## src/rtl/hub_pkg.sv

```systemverilog
// Shared definitions for the I2C hub repeater.
// Assumes two I2C wires per hub (data and clock), each with its own engine.
package hub_pkg;

    localparam int unsigned HUB_LINES = 2;
    localparam int unsigned LINE_SDA  = 0;
    localparam int unsigned LINE_SCL  = 1;

    // Phases of one low period as seen by a single wire engine
    typedef enum logic [2:0] {
        ST_IDLE,    // wire released everywhere
        ST_FOLLOW,  // another hub holds the period, mirror it
        ST_HOLD,    // an outside driver on a local port holds the wire
        ST_SETTLE,  // last local driver gone, keep pulling for the settle delay
        ST_RISE,    // last port freed, waiting for it to rise or time out
        ST_DRAIN    // own hold released, waiting for both wires to read high
    } hub_state_t;

endpackage

```

## src/rtl/hub_port_mask.sv

```systemverilog
// Applies the per-port enables to the sampled input flags of one wire.
// Port 0 has no enable and is always active; port n uses en_i[n-1].
// Assumes the flags are already synchronous to clk.
module hub_port_mask #(
    parameter int unsigned NPORTS = 5
) (
    input  logic [NPORTS-2:0] en_i,
    input  logic [NPORTS-1:0] low_i,
    input  logic [NPORTS-1:0] hard_i,
    output logic [NPORTS-1:0] act_o,
    output logic [NPORTS-1:0] low_o,
    output logic [NPORTS-1:0] hard_o
);

    for (genvar g = 0; g < NPORTS; g++) begin : g_port
        if (g == 0) begin : g_fixed
            // Port 0 is active at all times
            assign act_o[g] = 1'b1;
        end else begin : g_enabled
            // Other ports follow their enable
            assign act_o[g] = en_i[g-1];
        end
        // Inactive ports never reach the hub
        assign low_o[g]  = low_i[g]  & act_o[g];
        assign hard_o[g] = hard_i[g] & act_o[g];
    end

endmodule

```

## src/rtl/hub_line_engine.sv

```systemverilog
// Repeat and release engine for one I2C wire of the hub.
// - Captures the ports that start a low period.
// - Drives the other active ports low while the period lasts.
// - Runs the two-wire expansion handshake that orders the release.
// Assumes masked inputs, expansion wires sampled as wired-AND (0 = low),
// SETTLE_CYC >= 1 and RISE_CYC >= 1.
module hub_line_engine
    import hub_pkg::*;
#(
    parameter int unsigned NPORTS     = 5,
    parameter int unsigned SETTLE_CYC = 4,
    parameter int unsigned RISE_CYC   = 50
) (
    input  logic              clk,
    input  logic              rst_n,
    input  logic [NPORTS-1:0] act_i,
    input  logic [NPORTS-1:0] low_i,
    input  logic [NPORTS-1:0] hard_i,
    input  logic              hold_wire_i,
    input  logic              ext_wire_i,
    output logic [NPORTS-1:0] pd_o,
    output logic              hold_drv_o,
    output logic              ext_drv_o
);

    localparam int unsigned CNT_MAX = (SETTLE_CYC > RISE_CYC) ? SETTLE_CYC : RISE_CYC;
    localparam int unsigned CW      = $clog2(CNT_MAX + 1);
    localparam logic [CW-1:0] SETTLE_LOAD = CW'(SETTLE_CYC - 1);
    localparam logic [CW-1:0] RISE_LOAD   = CW'(RISE_CYC - 1);

    hub_state_t        state;
    logic [NPORTS-1:0] src_q;    // ports whose own low opened the period
    logic [NPORTS-1:0] last_q;   // ports that held the last outside low
    logic [CW-1:0]     cnt_q;    // settle or rise-timeout countdown

    logic any_low, any_hard, last_low, wires_high;

    // Summary terms of the current inputs
    always_comb begin
        any_low    = |low_i;
        any_hard   = |hard_i;
        last_low   = |(low_i & last_q);
        wires_high = hold_wire_i & ext_wire_i;
    end

    // Period sequencing and release countdown
    always_ff @(posedge clk) begin
        if (!rst_n) begin
            state  <= ST_IDLE;
            src_q  <= '0;
            last_q <= '0;
            cnt_q  <= '0;
        end else begin
            case (state)
                ST_IDLE: begin
                    if (any_hard) begin
                        state  <= ST_HOLD;
                        src_q  <= low_i | hard_i;
                        last_q <= hard_i;
                    end else if (any_low || !hold_wire_i) begin
                        state  <= ST_FOLLOW;
                        src_q  <= low_i;
                        last_q <= '0;
                    end
                end
                ST_FOLLOW: begin
                    if (any_hard) begin
                        state  <= ST_HOLD;
                        last_q <= hard_i;
                    end else if (wires_high) begin
                        state  <= ST_IDLE;
                    end
                end
                ST_HOLD: begin
                    if (any_hard) begin
                        last_q <= hard_i;
                    end else begin
                        state <= ST_SETTLE;
                        cnt_q <= SETTLE_LOAD;
                    end
                end
                ST_SETTLE: begin
                    if (any_hard) begin
                        state  <= ST_HOLD;
                        last_q <= hard_i;
                    end else if (cnt_q == '0) begin
                        state <= ST_RISE;
                        cnt_q <= RISE_LOAD;
                    end else begin
                        cnt_q <= cnt_q - 1'b1;
                    end
                end
                ST_RISE: begin
                    if (any_hard) begin
                        state  <= ST_HOLD;
                        last_q <= hard_i;
                    end else if (ext_wire_i && (!last_low || cnt_q == '0)) begin
                        state <= ST_DRAIN;
                    end else if (cnt_q != '0) begin
                        cnt_q <= cnt_q - 1'b1;
                    end
                end
                ST_DRAIN: begin
                    if (any_hard) begin
                        state  <= ST_HOLD;
                        last_q <= hard_i;
                    end else if (wires_high) begin
                        state <= ST_IDLE;
                    end
                end
                default: state <= ST_IDLE;
            endcase
        end
    end

    // Output drive per phase; inactive ports are never pulled
    always_comb begin
        pd_o       = '0;
        hold_drv_o = 1'b0;
        ext_drv_o  = 1'b0;
        case (state)
            ST_FOLLOW: pd_o = act_i & ~src_q;
            ST_HOLD: begin
                pd_o       = act_i & ~src_q;
                hold_drv_o = 1'b1;
                ext_drv_o  = 1'b1;
            end
            ST_SETTLE: begin
                pd_o       = act_i & ~src_q;
                hold_drv_o = 1'b1;
            end
            ST_RISE: begin
                pd_o       = act_i & ~src_q & ~last_q;
                hold_drv_o = 1'b1;
            end
            ST_DRAIN: pd_o = act_i & ~src_q & ~last_q;
            default: pd_o = '0;
        endcase
    end

endmodule

```

## src/rtl/i2c_hub_repeater.sv

```systemverilog
// Multi-port I2C hub repeater: one masking stage and one engine per wire.
// Assumes all inputs are synchronous to clk and that each expansion wire is
// an open-drain wired-AND bus shared with the other hubs of the cluster.
module i2c_hub_repeater
    import hub_pkg::*;
#(
    parameter int unsigned NPORTS     = 5,
    parameter int unsigned CLK_MHZ    = 50,
    parameter int unsigned SETTLE_CYC = 4
) (
    input  logic              clk,
    input  logic              rst_n,
    input  logic [NPORTS-2:0] en_i,
    input  logic [NPORTS-1:0] sda_low_i,
    input  logic [NPORTS-1:0] sda_hard_i,
    input  logic [NPORTS-1:0] scl_low_i,
    input  logic [NPORTS-1:0] scl_hard_i,
    output logic [NPORTS-1:0] sda_pd_o,
    output logic [NPORTS-1:0] scl_pd_o,
    input  logic              xsda_hold_i,
    input  logic              xsda_ext_i,
    output logic              xsda_hold_o,
    output logic              xsda_ext_o,
    input  logic              xscl_hold_i,
    input  logic              xscl_ext_i,
    output logic              xscl_hold_o,
    output logic              xscl_ext_o
);

    localparam int unsigned RISE_CYC = CLK_MHZ;  // one microsecond

    logic [HUB_LINES-1:0][NPORTS-1:0] low_raw, hard_raw, low_m, hard_m, act_m, pd_w;
    logic [HUB_LINES-1:0]             hold_in, ext_in, hold_drv, ext_drv;

    // Gather both wires into per-line vectors
    always_comb begin
        low_raw[LINE_SDA]  = sda_low_i;
        low_raw[LINE_SCL]  = scl_low_i;
        hard_raw[LINE_SDA] = sda_hard_i;
        hard_raw[LINE_SCL] = scl_hard_i;
        hold_in[LINE_SDA]  = xsda_hold_i;
        hold_in[LINE_SCL]  = xscl_hold_i;
        ext_in[LINE_SDA]   = xsda_ext_i;
        ext_in[LINE_SCL]   = xscl_ext_i;
    end

    for (genvar l = 0; l < HUB_LINES; l++) begin : g_line
        hub_port_mask #(.NPORTS(NPORTS)) u_mask (
            .en_i   (en_i),
            .low_i  (low_raw[l]),
            .hard_i (hard_raw[l]),
            .act_o  (act_m[l]),
            .low_o  (low_m[l]),
            .hard_o (hard_m[l])
        );

        hub_line_engine #(
            .NPORTS     (NPORTS),
            .SETTLE_CYC (SETTLE_CYC),
            .RISE_CYC   (RISE_CYC)
        ) u_engine (
            .clk         (clk),
            .rst_n       (rst_n),
            .act_i       (act_m[l]),
            .low_i       (low_m[l]),
            .hard_i      (hard_m[l]),
            .hold_wire_i (hold_in[l]),
            .ext_wire_i  (ext_in[l]),
            .pd_o        (pd_w[l]),
            .hold_drv_o  (hold_drv[l]),
            .ext_drv_o   (ext_drv[l])
        );
    end

    // Spread the per-line results back to the named ports
    always_comb begin
        sda_pd_o    = pd_w[LINE_SDA];
        scl_pd_o    = pd_w[LINE_SCL];
        xsda_hold_o = hold_drv[LINE_SDA];
        xscl_hold_o = hold_drv[LINE_SCL];
        xsda_ext_o  = ext_drv[LINE_SDA];
        xscl_ext_o  = ext_drv[LINE_SCL];
    end

endmodule

```

## config.mk

```make
export PLATFORM = sky130hd
export DESIGN_NAME = i2c_hub_repeater
export DESIGN_NICKNAME = d
export VERILOG_FILES = /design/src/rtl/hub_pkg.sv /design/src/rtl/hub_port_mask.sv /design/src/rtl/hub_line_engine.sv /design/src/rtl/i2c_hub_repeater.sv
export SDC_FILE = /design/constraint.sdc
export NUM_CORES = 1
export LEC_CHECK = 0
export BUFFER_PORTS_ARGS = -buffer_cell sky130_fd_sc_hd__buf_2
export CORE_MARGIN = 4
export CORE_UTILIZATION = 45
export CTS_CLUSTER_DIAMETER = 150
export CTS_CLUSTER_SIZE = 40
export DETAILED_ROUTE_END_ITERATION = 16
export PLACE_DENSITY = 0.7
export SLEW_MARGIN = 20
export SYNTH_ARGS = -nofsm -noshare
export SYNTH_HDL_FRONTEND = slang
export SYNTH_SLANG_ARGS = --single-unit
```

## constraint.sdc

```tcl
create_clock -name clk -period 3.2 [get_ports clk]
set_input_delay 0.16 -clock clk [delete_from_list [all_inputs] [get_ports clk]]
set_output_delay 0.16 -clock clk [all_outputs]
set_load 0.1 [all_outputs]
```

=== Word level (Yosys, flattened, before mapping) ===
Index checks and enable logic that the tools add are counted.

* Register bits: 38
* Bits of input ports: 30
* Output and inout port bits: 14
* Word-level logic and storage cells: 168

* $add $sub $neg: 2
* Eq/ne operators: 30
* Multiplexer cells: 52
* Bitwise logic cells: 30
* Reduce and logical (&&, ||, !) cells: 46

{| class="wikitable"
|+ Operators with widths
! cell !! number
|-
| 6-bit 2-to-1 mux || 12
|-
| 3-bit 2-to-1 mux || 18
|-
| 5-bit 2-to-1 mux || 10
|-
| 5-bit case mux with 2 select lines || 4
|-
| 5-bit OR reduction || 8
|-
| 6-bit case mux with 3 select lines || 2
|-
| 5-bit bitwise AND || 6
|-
| 3-bit case mux with 5 select lines || 2
|-
| 3-bit by 1-bit != test with 1-bit output (second input constant) || 8
|-
| 5-bit inverter || 4
|-
| 1-bit bitwise AND || 18
|-
| 2-bit != test (second input constant) || 8
|-
| 3-bit by 2-bit equality test with 1-bit output (second input constant) || 4
|-
| 3-bit equality test (second input constant) || 4
|-
| 6-bit zero test || 2
|-
| 6-bit AND reduction || 2
|-
| 6-bit nonzero test || 2
|-
| 3-bit OR reduction || 4
|-
| 6-bit by 1-bit subtractor with 6-bit output (second input constant) || 2
|-
| 5-bit bitwise OR || 2
|-
| 5-bit AND reduction || 2
|-
| 2-bit by 1-bit != test with 1-bit output (second input constant) || 4
|-
| 2-bit nonzero test || 4
|-
| 2-bit OR reduction || 4
|-
| 9 further kinds || 24
|}

=== Logic depth before layout (Yosys ltp) ===
Gate-level depths: netlist of the first run.

* Depth after elaboration: 9
* Depth in mapped cells: 7
* Mapped depth without buffers: 7

=== By module ===
From an unflattened synthesis of the first run, not the netlist that was laid out.

* Cells, all modules: 320
* Area total of the unflattened synthesis: 2591.2 um^2

{| class="wikitable"
|+ Modules (own cells, without submodules)
! module !! times used !! cells each !! area an instance (um^2) !! seq. area each (um^2)
|-
| hub_line_engine at g_line[1].u_engine || 1 || 149 || 1229.9 || 380.4
|-
| hub_line_engine at g_line[0].u_engine || 1 || 139 || 1148.6 || 380.4
|-
| hub_port_mask || 2 || 16 || 106.4 || 0.0
|}

=== Least setup slack after synthesis of the first run ===
Ideal clock, no wire load.

* Kind: reg-to-output
* Start point: register g_line[1].u_engine.state[2]
* End point: output xscl_ext_o
* Data arrival time: 2.588 ns
* Required time: 3.040 ns
* Setup slack: 0.452 ns
* Cell stages (with the launch flop): 3
* Buffers on the path: 1
* Cells stage by stage: dfxtp_1 clkbuf_1 nor3_1

* Word-level cells in the longest chain between the ends: 2

{| class="wikitable"
|+ RTL lines
! what !! RTL line !! source
|-
| start, declared || hub_line_engine.sv:31 || <nowiki>hub_state_t state;</nowiki>
|-
| start signal, assigned || hub_line_engine.sv:49 || <nowiki>state <= ST_IDLE;</nowiki>
|-
| start signal, assigned || hub_line_engine.sv:57 || <nowiki>state <= ST_HOLD;</nowiki>
|-
| start signal, assigned || hub_line_engine.sv:61 || <nowiki>state <= ST_FOLLOW;</nowiki>
|-
| 3-bit by 2-bit equality test with 1-bit output || hub_line_engine.sv:121 || <nowiki>case (state)</nowiki>
|-
| 1-bit 2-to-1 mux || hub_line_engine.sv:121 ||
|-
| end, declared || i2c_hub_repeater.sv:27 || <nowiki>output logic xscl_ext_o</nowiki>
|}

No other way between the ends.

=== Worst setup path after layout of the first run ===
* Start point: register g_line[1].u_engine.cnt_q[0]
* End point: register g_line[1].u_engine.cnt_q[4]

* Word-level cells in the longest chain between the ends: 5
* Elaborated cells between the ends (all ways): 14
* Those cells by class: add/sub (1); eq/ne (2); mux (6); reduce/logical (5)

{| class="wikitable"
|+ RTL lines
! what !! RTL line !! source
|-
| start, declared || hub_line_engine.sv:34 || <nowiki>logic [CW-1:0] cnt_q;</nowiki>
|-
| start signal, assigned || hub_line_engine.sv:90 || <nowiki>cnt_q <= cnt_q - 1'b1;</nowiki>
|-
| start signal, assigned || hub_line_engine.sv:100 || <nowiki>cnt_q <= cnt_q - 1'b1;</nowiki>
|-
| 6-bit by 1-bit subtractor with 6-bit output / 6-bit zero test (equally long branches) || -- ||
|-
| 6-bit 2-to-1 mux / 1-bit logical OR (equally long branches) || hub_line_engine.sv:99, hub_line_engine.sv:97 ||
|-
| 6-bit 2-to-1 mux / 1-bit logical AND (equally long branches) || hub_line_engine.sv:97 || <nowiki>end else if (ext_wire_i && (!last_low || cnt_q == '0)) begin</nowiki>
|-
| 6-bit 2-to-1 mux / 2-bit != test (equally long branches) || -- ||
|-
| 6-bit case mux with 3 select lines / 6-bit AND reduction (equally long branches) || -- ||
|}

Parallel ways exist; a longest one is shown, timed or not. The select of a mux whose other input is x is not followed.
A chain may end at the register's enable or synchronous reset.

==> results of run 1 <==
area by class of cell:
class                      count  share of cell area [%]
tap                           70                    3.16
multi-input combinational    248                    56.7
clock buffer                   7                    3.11
clock inverter                 1                   0.180
inverter                      10                    1.35
sequential                    38                    27.4
timing repair buffer          44                    8.03
registers in the layout, indices dropped and copies added (netlist names):
signal,count
g_line.u_engine.cnt_q,12
g_line.u_engine.last_q,10
g_line.u_engine.state,6
g_line.u_engine.src_q,10
worst reg2reg max path, cell delays in order, from the launching register on:
cell       delay, ns
dfxtp_1         0.33
inv_1           0.06
ha_1            0.15
or3b_2          0.52
nor3_4          0.23
a211o_1         0.28
a2111oi_2       0.11
a311o_1         0.33
power breakdown:
group          total (mW)  switching (mW)  internal [mW]
Sequential          0.525          0.0253          0.499
Combinational       0.406           0.296          0.110
Clock               0.345           0.171          0.174
metal layers:
metal  vias to the layer above  track usage (%)  share of wire (%)
met5                         -                0                  0
met1                      1136             25.7                 47
li1                       1259                -                  -
met4                         0             5.65                1.2
met3                         9             3.95                6.3
met2                        81             30.9                 45
Yosys cell counts (7+ instances only):
master and instances:
nand3b_1 8, nor2_1 20, a21oi_1 26, o211ai_1 8, clkbuf_1 12, dfxtp_1 38
and3b_1 8, nand2_1 32, o21ai_0 24, nor3_1 7, mux2i_1 7, inv_1 10
nand3_1 18
kinds of logic (layout without fill, tap and decap cells):
group	count (synthesis)	after routing
adder cells (fa/ha/maj)	3	3
flip-flops	38	38
buffers and inverters	29	62
XOR/XNOR	1	1
AO/OA/AOI/OAI	111	111
multiplexers	8	8
AND/OR/NAND/NOR	125	125
worst max-delay path by stage:
stage / startpoint / to / slack (ns) / cells after the start
after floorplan: g_line[1].u_engine.state[2] / xscl_ext_o / 0.45 / 2
after global placement: g_line[1].u_engine.cnt_q[0] / g_line[1].u_engine.cnt_q[4] / 1.12 / 7
after detailed placement: g_line[1].u_engine.cnt_q[0] / g_line[1].u_engine.cnt_q[4] / 1.09 / 7
after CTS: g_line[1].u_engine.cnt_q[0] / g_line[1].u_engine.cnt_q[4] / 1.08 / 7
after global routing: g_line[1].u_engine.cnt_q[0] / g_line[1].u_engine.cnt_q[4] / 0.95 / 7
final: g_line[1].u_engine.cnt_q[0] / g_line[1].u_engine.cnt_q[4] / 1.08 / 7
==> out/qor.yml, run 1 <==
area_delta_synth_final_pct: 13.0
r2r-end: "g_line[1].u_engine.cnt_q[4]"
dpl.hpwl_mm: 4.51
finalInstanceArea_um2: 2770
leakage_nw: 1.11
grt_max_degree: 26
hold_end: "g_line[0].u_engine.last_q[0]"
multi_input_comb_area_um2: 1570
powerDensity_nw_per_um2: 460
worstSetupEndpointType: "register"
yosys_warnings: 0
worstMarginPinSlew_ns: 0.785
reg2reg_slack_ns: 1.08
synth.yosys.seq_area_share_pct: 31.0
nets: 380
rr_startpoint: "g_line[1].u_engine.cnt_q[0]"
drtAntennaViolNets: 0
synth-compound-area-share_pct: 31.1
status: "complete, no violations"
critical-path-top-delay-family: "simple AND/OR/NAND/NOR gates"
finalPower_mw: 1.28
whs_ns: 0.161
cts_sinks: 38
yosysUniqueCellTypes: 61
portBuffers: 43
ir_worst_vdd_v: 0.000294
cts_resized: 0
fin_cells: 418
cp_max_fo: 7
async_reset_ff_share_pct: 0
slew_viol_final: 0
drcViolationCount: 0
syn_area_um2: 2450
totalWireLength_mm: 5.99
cp_slowest_cell: "or3b_2"
maxCapViolations: 0
synth_top_cell_by_area: "dfxtp_1"
layout_common_cells: "buf_2, dfxtp_1, nand2_1"
synth_edf_count: 0
min_from: "sda_hard_i[0]"
fin_setup_tns_ns: 0
synth_fa_ha_area_share_pct: 1.53
clock_skew_ns: 0.00828
fmax_mhz: 472
gr-total-overflow: 0
dpl_cell_area_um2: 2680
path_cells: "inv_1 > ha_1 > or3b_2 > nor3_4 > a211o_1 > a2111oi_2 > a311o_1"
synth_top_family_by_area: "compound AO/OA/AOI/OAI gates"
die_height_um: 81.9
rsz0062_at_grt: "no"
ys.flop_type: "dfxtp_1"
initial_utilization_pct: 47.2
arrival_ns: 2.31
finalHoldViolCount: 0
core-area_um2: 5200
gp_congestion: 0.902
grt_pass1_wl_mm: 10.3
postCtsSetupBuffers: 0
vias_per_cell: 5.94
path_class: "reg -> reg"
grt_pass1_vias: 2257
syn_area_per_cell_um2: 7.79
critPathRequiredTime_ns: 3.38
numCtsBuffers: 5
cts.clk_slew.worst_paths_ns: 0.08
dp_cells: 410
grt_use_total_pct: 19.1
h-tree-depth: 2
synthMuxAreaShare_pct: 3.31
clockBufferDepth: 2
min_period_over_period_pct: 66.3
setup_slack_ns: 1.08
rows: 26
dr.first_iter.drc_count: 210
synth_xor_area_share_pct: 0.357
ctsRootBufferMaster: "clkbuf_8"
slowest_delay_ns: 0.52
synth-simple-area-share_pct: 27.8
worstPathBufferInverterCount: 1
cts_tree: "built"
utilization_pct: 53.3
ff2ff_path_depth: 7
synth_seq_cells: 38
postCtsHoldBufs: 0
yosysTopAreaCellShare_pct: 31.0
synthesis.nets: 348
yosys-top-cells-area: "dfxtp_1, a21oi_1, o21ai_0"
final_common_cell: "buf_2"
drtPass1Iterations: 5
drive_gt1_share_pct: 17.8
clock_latency_ns: 0.29
hold_path_class: "in -> reg"
dp_slack_ns: 1.09
syn_inst: 315
min_path_cells: 3
die_area_um2: 6700
ioPinCount: 44
avgRoutedWirePerCell_um: 14.3
maxSlewHeadroom_pct: 47.6
cp-start-kind: "register"
vias: 2485
nFillCells: 524
regArea_um2: 761
die_x_um: 81.9
setup_viol: 0
antenna_found_initial: 0
diodes: 0
period_needed_ns: 2.12
Note: power is estimated with default switching activity, not from simulation.
==> run 2, diff against run 1 <==
Settings changed: PLACE_DENSITY 0.7 to 0.72.
Clock period 3.2 ns to 1.9 ns, I/O delays scaled along.
==> out/qor.yml, run 2 (synthesized netlist as in run 1, its figures left out) <==
die_x_um: 81.9
power_frac_seq_pct: 37.2
area_delta_synth_final_pct: 25.5
maxCapViolations: 0
p_clk_share_pct: 29.4
cts.clk_slew.worst_paths_ns: 0.08
regMostFlops: "g_line.u_engine.cnt_q"
numCtsBuffers: 5
p_sw_mw: 0.868
cts_sinks: 38
min_period_over_period_pct: 99.5
dp_cells: 438
nets: 410
vias_per_cell: 5.97
cts_tree: "built"
totalWireLength_mm: 6.68
rsz0062_at_grt: "yes"
rows: 26
clock_skew_ns: 0.00767
initial_utilization_pct: 47.2
gp_congestion: 0.872
period_needed_ns: 1.89
largestRegisters: "g_line.u_engine.cnt_q (12), g_line.u_engine.last_q (10), g_line.u_engine.src_q (10)"
antenna_found_initial: 0
die_area_um2: 6700
dpl_cell_area_um2: 2910
cp-start-kind: "register"
leakage_nw: 1.28
path_class: "reg -> reg"
largest_reg_flops: 12
cp_max_fo: 7
final_common_cell: "buf_2"
arrival_ns: 2.07
powerDensity_nw_per_um2: 758
finalInstanceArea_um2: 3080
slew_viol_final: 0
hold_path_class: "in -> reg"
ctsRootBufferMaster: "clkbuf_8"
die_height_um: 81.9
drtPass1Iterations: 7
ioPinCount: 44
diodes: 0
critPathRequiredTime_ns: 2.08
p_sw_share_pct: 37.1
dpl.hpwl_mm: 4.92
drive_gt1_share_pct: 28.0
grt_max_degree: 25
drtAntennaViolNets: 0
ir_worst_vdd_v: 0.000421
worstSetupEndpointType: "register"
h-tree-depth: 2
clock_latency_ns: 0.29
power_frac_comb_pct: 33.4
clockBufferDepth: 2
worstMarginPinSlew_ns: 0.495
avgRoutedWirePerCell_um: 14.9
grt_use_total_pct: 20.9
fin_cells: 448
status: "complete, no violations"
core-area_um2: 5200
layout_common_cells: "buf_2, dfxtp_1, nand2_1, buf_4, a21oi_1"
setup_viol: 0
postCtsHoldBufs: 0
drcViolationCount: 0
fmax_mhz: 529
p_int_mw: 1.47
maxSlewHeadroom_pct: 67.2
grt_pass1_vias: 2462
vias: 2675
finalHoldViolCount: 0
portBuffers: 43
grt_pass1_wl_mm: 11.2
dr.first_iter.drc_count: 210
gr-total-overflow: 0
run 2: cell types whose count changed in the layout (fill, tap and decap cells not counted), sizes merged:
cell / previous run / this run
buf: 44 / 69
clkbuf: 7 / 10
bufinv: 0 / 1
clkinv: 1 / 2
run 2: worst paths after layout:
check | slack (ns) | cells after the start | end | startpoint
setup / recovery | 0.009 | 8 | g_line[1].u_engine.cnt_q[4] | g_line[1].u_engine.cnt_q[1]
setup reg to reg | 0.009 | 8 | g_line[1].u_engine.cnt_q[4] | g_line[1].u_engine.cnt_q[1]
hold / removal | 0.09 | 3 | g_line[0].u_engine.last_q[1] | sda_hard_i[1]
hold reg to reg | 0.45 | 2 | g_line[0].u_engine.src_q[2] | g_line[0].u_engine.src_q[2]
run 2: per-layer routing:
metal / track usage (%) / up-vias / share of wire, %
li1: - / 1313 / -
met1: 27.6 / 1263 / 46
met2: 33.4 / 88 / 47
met3: 4.50 / 11 / 5.0
met4: 7.64 / 0 / 1.5
met5: 0 / - / 0
run 2: critical path: stages (launching register included):
cell and delay [ns]:
dfxtp_2 0.33, inv_2 0.06, ha_4 0.12, or3b_4 0.38
nor3_4 0.22, buf_4 0.16, a211o_4 0.13, a21oi_2 0.06
a311o_1 0.31
run 2: area by class of cell:
class                           instances  area (um^2)
Multi-Input combinational cell        248         1620
Sequential cell                        38          763
Timing Repair Buffer                   74          463
Tap cell                               70         87.6
Clock buffer                            5         68.8
Fill cell                             477         2120
Clock inverter                          3         40.0
Inverter                               10         37.5
run 2: power by group through the flow:
stage | clock network [mW] | logic, mW | registers, mW
after detailed placement | 0 | 0.754 | 0.886
after global routing | 0.730 | 0.839 | 0.874
final | 0.687 | 0.782 | 0.868
after global placement | 0 | 0.747 | 0.884
after CTS | 0.702 | 0.763 | 0.868
after floorplan | 0 | 0.574 | 0.879
run 2: repair_timing:
action	4_1_cts	5_1_grt
pin swaps	4	2
gates cloned	0	0
buffers inserted	1	1
endpoints found under the setup margin	13	17
resized for setup	6	11
run 2: metrics by stage:
| stage | setup WS, ns | power [mW] | hold WS, ns | util [%] | TNS, ns |
|---|---|---|---|---|---|
| 2_1_floorplan | -0.00358 | 1.45 | 0.239 | - | -0.00358 |
| 3_3_place_gp | -0.0575 | 1.63 | 0.386 | 55.9 | -0.119 |
| 3_5_place_dp | -0.116 | 1.64 | 0.397 | 55.9 | -0.396 |
| 4_1_cts | 0.00739 | 2.33 | 0.0854 | 58.6 | 0 |
| 5_1_grt | -0.112 | 2.44 | 0.102 | 59.2 | -0.504 |
| 6_report | 0.00909 | 2.34 | 0.0924 | 59.2 | 0 |
